--- src/rtl/mmr_pkg.sv ---
package mmr_pkg;

  typedef enum logic [2:0] {
    MD_ADD_CI = 3'd0,
    MD_ADD    = 3'd1,
    MD_CNT_EN = 3'd2,
    MD_CNT    = 3'd3,
    MD_SHIFT  = 3'd4,
    MD_LD_A   = 3'd5,
    MD_LD_B   = 3'd6,
    MD_HOLD   = 3'd7
  } mmr_mode_e;

  typedef enum logic [1:0] {
    SK_CARRY  = 2'd0,
    SK_SERIAL = 2'd1,
    SK_PARITY = 2'd2
  } mmr_stat_e;

  // Which status source each mode presents.
  function automatic mmr_stat_e stat_kind(mmr_mode_e m);
    mmr_stat_e k;
    case (m)
      MD_ADD_CI, MD_ADD, MD_CNT_EN, MD_CNT: k = SK_CARRY;
      MD_SHIFT:                             k = SK_SERIAL;
      default:                              k = SK_PARITY;
    endcase
    return k;
  endfunction

endpackage

--- src/rtl/mmr_rst_sync.sv ---
module mmr_rst_sync #(
  parameter int STAGES = 2
) (
  input  logic clk,
  input  logic rst_n,
  output logic rst_sync_n
);
  logic [STAGES-1:0] chain_q;
  logic [STAGES-1:0] chain_d;

  generate
    if (STAGES > 1) begin : g_multi
      always_comb chain_d = {chain_q[STAGES-2:0], 1'b1};
    end else begin : g_single
      always_comb chain_d = 1'b1;
    end
  endgenerate

  always_ff @(posedge clk or negedge rst_n) begin
    if (!rst_n) chain_q <= '0;
    else        chain_q <= chain_d;
  end

  assign rst_sync_n = chain_q[STAGES-1];
endmodule

--- src/rtl/mmr_ripple_add.sv ---
module mmr_ripple_add #(
  parameter int W = 8
) (
  input  logic [W-1:0] op_a,
  input  logic [W-1:0] op_b,
  input  logic         cin,
  output logic [W-1:0] sum,
  output logic         cout
);
  logic [W:0] c;
  assign c[0] = cin;

  generate
    for (genvar i = 0; i < W; i++) begin : g_bit
      assign sum[i]  = op_a[i] ^ op_b[i] ^ c[i];
      assign c[i+1]  = (op_a[i] & op_b[i]) | (c[i] & (op_a[i] ^ op_b[i]));
    end
  endgenerate

  assign cout = c[W];
endmodule

--- src/rtl/mmr_next.sv ---
module mmr_next
  import mmr_pkg::*;
#(
  parameter int W = 8
) (
  input  mmr_mode_e    md,
  input  logic         mpx,
  input  logic [W-1:0] a_in,
  input  logic [W-1:0] b_in,
  input  logic [W-1:0] q,
  output logic [W-1:0] q_nxt,
  output logic         q_en,
  output logic         carry
);
  logic [W-1:0] op_b;
  logic         op_c;
  logic [W-1:0] add_sum;

  // Operand steering: counting reuses the adder as q + 0 + 1.
  always_comb begin
    op_b = a_in;
    op_c = 1'b0;
    case (md)
      MD_ADD_CI:         op_c = mpx;
      MD_CNT_EN, MD_CNT: begin
        op_b = '0;
        op_c = 1'b1;
      end
      default: ;
    endcase
  end

  mmr_ripple_add #(.W(W)) u_add (
    .op_a (q),
    .op_b (op_b),
    .cin  (op_c),
    .sum  (add_sum),
    .cout (carry)
  );

  // Result selection and clock enable.
  always_comb begin
    q_nxt = q;
    q_en  = 1'b0;
    case (md)
      MD_ADD_CI, MD_ADD, MD_CNT: begin
        q_nxt = add_sum;
        q_en  = 1'b1;
      end
      MD_CNT_EN: begin
        q_nxt = add_sum;
        q_en  = mpx;
      end
      MD_SHIFT: begin
        q_nxt = {q[W-2:0], mpx};
        q_en  = 1'b1;
      end
      MD_LD_A: begin
        q_nxt = a_in;
        q_en  = 1'b1;
      end
      MD_LD_B: begin
        q_nxt = b_in;
        q_en  = 1'b1;
      end
      default: begin
        q_nxt = q;
        q_en  = 1'b0;
      end
    endcase
  end
endmodule

--- src/rtl/mmr_status.sv ---
module mmr_status
  import mmr_pkg::*;
#(
  parameter int W = 8
) (
  input  mmr_mode_e    md,
  input  logic         live,
  input  logic         carry,
  input  logic [W-1:0] q,
  output logic         status
);
  mmr_stat_e kind;
  logic      raw;

  always_comb begin
    kind = stat_kind(md);
    case (kind)
      SK_CARRY:  raw = carry;
      SK_SERIAL: raw = q[W-1];
      default:   raw = ^q;
    endcase
    status = live & raw;
  end
endmodule

--- src/rtl/multimode_reg.sv ---
module multimode_reg
  import mmr_pkg::*;
#(
  parameter int W          = 8,
  parameter int RST_STAGES = 2
) (
  input  logic         clk,
  input  logic         rst_n,
  input  logic [2:0]   mode,
  input  logic         mpx_in,
  input  logic [W-1:0] a_in,
  input  logic         a_oe_n,
  output logic [W-1:0] a_out,
  output logic         a_drv,
  input  logic [W-1:0] b_in,
  input  logic         b_oe_n,
  output logic [W-1:0] b_out,
  output logic         b_drv,
  output logic         status
);
  mmr_mode_e    md;
  logic         rst_sync_n;
  logic [W-1:0] q_r;
  logic [W-1:0] q_nxt;
  logic         q_en;
  logic         carry;

  assign md = mmr_mode_e'(mode);

  mmr_rst_sync #(.STAGES(RST_STAGES)) u_rst (
    .clk        (clk),
    .rst_n      (rst_n),
    .rst_sync_n (rst_sync_n)
  );

  mmr_next #(.W(W)) u_next (
    .md    (md),
    .mpx   (mpx_in),
    .a_in  (a_in),
    .b_in  (b_in),
    .q     (q_r),
    .q_nxt (q_nxt),
    .q_en  (q_en),
    .carry (carry)
  );

  always_ff @(posedge clk or negedge rst_sync_n) begin
    if (!rst_sync_n)  q_r <= '0;
    else if (q_en)    q_r <= q_nxt;
  end

  mmr_status #(.W(W)) u_stat (
    .md     (md),
    .live   (rst_sync_n),
    .carry  (carry),
    .q      (q_r),
    .status (status)
  );

  assign a_drv = ~a_oe_n;
  assign b_drv = ~b_oe_n;
  assign a_out = a_oe_n ? '0 : q_r;
  assign b_out = b_oe_n ? '0 : q_r;
endmodule

--- config.mk ---
export PLATFORM = sky130hd
export DESIGN_NAME = multimode_reg
export DESIGN_NICKNAME = d
export VERILOG_FILES = /design/src/rtl/mmr_pkg.sv /design/src/rtl/mmr_rst_sync.sv /design/src/rtl/mmr_ripple_add.sv /design/src/rtl/mmr_next.sv /design/src/rtl/mmr_status.sv /design/src/rtl/multimode_reg.sv
export SDC_FILE = /design/constraint.sdc
export NUM_CORES = 1
export LEC_CHECK = 0
export BUFFER_PORTS_ARGS = -buffer_cell sky130_fd_sc_hd__buf_2
export CORE_AREA = 2 2 49 62
export CTS_BUF_LIST = sky130_fd_sc_hd__clkbuf_8
export DETAILED_ROUTE_END_ITERATION = 12
export DIE_AREA = 0 0 51 64
export GPL_TIMING_DRIVEN = 0
export HOLD_SLACK_MARGIN = 0.08
export PLACE_DENSITY = 0.72
export SETUP_SLACK_MARGIN = 0.02
export SLEW_MARGIN = 5
export SYNTH_ARGS = -nofsm -noshare
export SYNTH_HDL_FRONTEND = slang
export SYNTH_HIERARCHICAL = 1
export SYNTH_SLANG_ARGS = --single-unit
--- constraint.sdc ---
create_clock -name clk -period 5.59 [get_ports clk]
set_clock_uncertainty 0.2 [all_clocks]
set_input_delay 0.559 -clock clk [delete_from_list [all_inputs] [get_ports clk]]
set_output_delay 0.559 -clock clk [all_outputs]
set_load 0.05 [all_outputs]
==> results.sh <==
export IMPL_port_buffers=42
export IMPL_met2_usage=0.328
export IMPL_drv_cap=0
export IMPL_clock_sinks=10
export IMPL_firstDrtPassIters=4
export IMPL_powerDensity_nw_per_um2=491
export IMPL_p_leak_nw=0.730
export IMPL_grt_pass1_vias=1025
export IMPL_htreeDepth=1
export IMPL_synth_edf_count=0
export IMPL_period_minus_slack_ns=5.29
export IMPL_grt_start_max_net_pins=11
export IMPL_drt_first_iter_violations=30
export IMPL_synthCells=122
export IMPL_antenna_found_initial=0
export IMPL_synth_seq_cells=10
export IMPL_pre_cts_slack_ns=0.0611
export IMPL_overflow=0
export IMPL_use_met3=0.0280
export IMPL_fin_nets=203
export IMPL_core_um2=2650
export IMPL_synth_area_per_cell_um2=9.43
export IMPL_drcViolationCount=0
export IMPL_synth_fp_nets=154
export IMPL_busiest_layer="met2"
export IMPL_die_w_um=51
export IMPL_setup_worst_path_end_class="output pin"
export IMPL_required_ns=4.83
export IMPL_viasPerCell=5.30
export IMPL_yosysUniqueCellTypes=23
export IMPL_synth_fa_ha_area_frac=0.139
export IMPL_status="finished clean"
export IMPL_ys_warn_count=6
export IMPL_vias=1075
export IMPL_tns_ns=0
export IMPL_cts_tree="built"
export IMPL_synth_compound_area_frac=0.141
export IMPL_clock_latency_ns=0.23
export IMPL_cts_buffers=3
export IMPL_syn_to_final_growth_pct=28.4
export IMPL_synth_flop_cell="dfrtp_1"
export IMPL_placed_cells=198
export IMPL_diodes=0
export IMPL_setup_ws_ns=0.303
export IMPL_rows=21
export IMPL_finalCritPeriodShare=0.946
export IMPL_antenna_left=0
export IMPL_die_area_um2=3260
export IMPL_drive_gt1_frac=0.361
export IMPL_synthMuxAreaShare=0.174
export IMPL_critPathLaunchType="input port"
export IMPL_timing_final_hold_violations=0
export IMPL_ys_seq_area_frac=0.218
export IMPL_cts_root_buf="clkbuf_8"
export IMPL_grt_util_met1=0.224
export IMPL_hold_class="reg -> reg"
export IMPL_path_class="in -> out"
export IMPL_cts_setup_buffers=0
export IMPL_crit_arrival_ns=4.53
export IMPL_ir_worst_vdd_mv=0.282
export IMPL_drv_slew=0
export IMPL_pin_count=43
export IMPL_synthXorXnorAreaFrac=0.0533
export IMPL_max_clock_freq_mhz=189
export IMPL_synth_async_sr_flop_share=1.00
export IMPL_dp_final_hpwl_um=2170
export IMPL_synth_top_family_by_area="simple AND/OR/NAND/NOR gates"
export IMPL_wl_per_cell_um=13.8
export IMPL_initial_core_util=0.433
export IMPL_grtUsageTotal=0.187
export IMPL_path_max_fanout=9
export IMPL_synth_simple_area_share=0.197
export IMPL_setup_violations=0
export IMPL_finalNonFillerCells=203
export IMPL_die_h_um=64
export IMPL_grt_pass1_wl_um=4620
export IMPL_syn_area_um2=1150
export IMPL_cts_max_path_buffers=2
export IMPL_clk_pin_slew_ns=0.04
export IMPL_wl_um=2810
export IMPL_rsz0062_at_grt="false"
export IMPL_gp_congestion=0.758
## where the power goes
| part | internal [mW] | switching, mW | total [mW] |
|---|---|---|---|
| Sequential | 0.100 | 0.0592 | 0.159 |
| Clock | 0.0468 | 0.0247 | 0.0715 |
| Combinational | 0.212 | 0.281 | 0.494 |
| Total | 0.359 | 0.365 | 0.725 |
## metal layers
| metal | vias to the layer above | share of wire |
|---|---|---|
| li1 | 507 | - |
| met1 | 519 | 0.40 |
| met2 | 45 | 0.53 |
| met3 | 4 | 0.062 |
| met4 | 0 | 0.010 |
| met5 | - | 0 |
## cell usage after synthesis, types with 2 or more instances
cell	instances	area [um2]
a211oi_1	8	60.1
a21oi_1	2	10.0
and2_1	9	56.3
buf_2	2	10.0
buf_4	2	15.0
dfrtp_1	10	250
fa_1	8	160
inv_1	13	48.8
mux2_4	8	120
mux2i_1	8	80.1
nor2_1	9	33.8
nor2b_1	17	106
nor3_1	2	10.0
o21ai_0	3	15.0
o32ai_1	8	70.1
xnor2_1	6	52.6
## through the flow
| step | hold slack [ns] | util | power, mW | cell area, um2 |
|---|---|---|---|---|
| 5_1_grt | 0.159 | 0.556 | 0.781 | 1480 |
| 3_3_place_gp | -0.0480 | 0.529 | 0.630 | 1400 |
| 4_1_cts | 0.157 | 0.552 | 0.726 | 1460 |
| 3_5_place_dp | -0.0380 | 0.529 | 0.651 | 1400 |
| 6_report | 0.152 | 0.556 | 0.725 | 1480 |
| 2_1_floorplan | -0.0992 | - | 0.539 | 1150 |
## sequential cells by signal, indices dropped and copies added (netlist names)
name,flops
u_rst/chain_q,2
q_r,8
## critical path: stages
cell and delay, ns:
buf_2 0.14, nand2b_4 0.19, and2_1 0.19, fa_1 0.41, inv_1 0.08, fa_1 0.17, inv_1 0.06, fa_1 0.43
fa_2 0.39, fa_1 0.43, fa_1 0.39, fa_1 0.36, inv_1 0.07, fa_1 0.15, inv_1 0.04, o21ai_0 0.13
a21oi_1 0.06, o21a_1 0.10, buf_2 0.20
## final timing paths
kind | cells past startpoint | startpoint | slack (ns) | endpoint
min in group asynchronous | 2 | rst_n | 0.45 | u_rst/chain_q[0]
hold reg to reg | 0 | u_rst/chain_q[0] | 0.15 | u_rst/chain_q[1]
hold / removal | 0 | u_rst/chain_q[0] | 0.15 | u_rst/chain_q[1]
setup / recovery | 19 | mode[2] | 0.30 | status
setup reg to reg | 15 | q_r[0] | 1.18 | q_r[7]
max in group asynchronous | 1 | u_rst/chain_q[1] | 4.33 | q_r[3]
## timing repair
item / in CTS / in global routing
endpoints found under the setup margin: 0 / 1
hold endpoints to repair: 10 / 0
hold buffers: 2 / 0
gates resized for setup: 0 / 4
## cell families (layout without fill, tap and decap cells)
group                    count (synthesis)  after routing
AO/OA/AOI/OAI                           22             22
XOR/XNOR                                 7              7
adder cells (fa/ha/maj)                  8              8
buffers and inverters                   18             65
flip-flops                              10             10
multiplexers                            16             16
other                                    1              1
AND/OR/NAND/NOR                         40             40
## area by class of cell
class,count,area (um2)
fill,248,1180
inverter,13,48.8
sequential,10,250
multi-input combinational,94,825
tap,34,42.5
clock buffer,3,41.3
buffer,5,38.8
timing repair buffer,44,230
## layout by cell type (no fill, tap or decap), drive strengths merged, types with 4 or more instances in the layout
| cell type | count |
|---|---|
| buf | 46 |
| dfrtp | 10 |
| fa | 8 |
| xnor2 | 6 |
| mux2 | 8 |
| nor2 | 9 |
| o32ai | 8 |
| clkbuf | 4 |
| inv | 13 |
| mux2i | 8 |
| and2 | 9 |
| a211oi | 8 |
| nor2b | 17 |
Note: power is estimated with default switching activity, not from simulation.
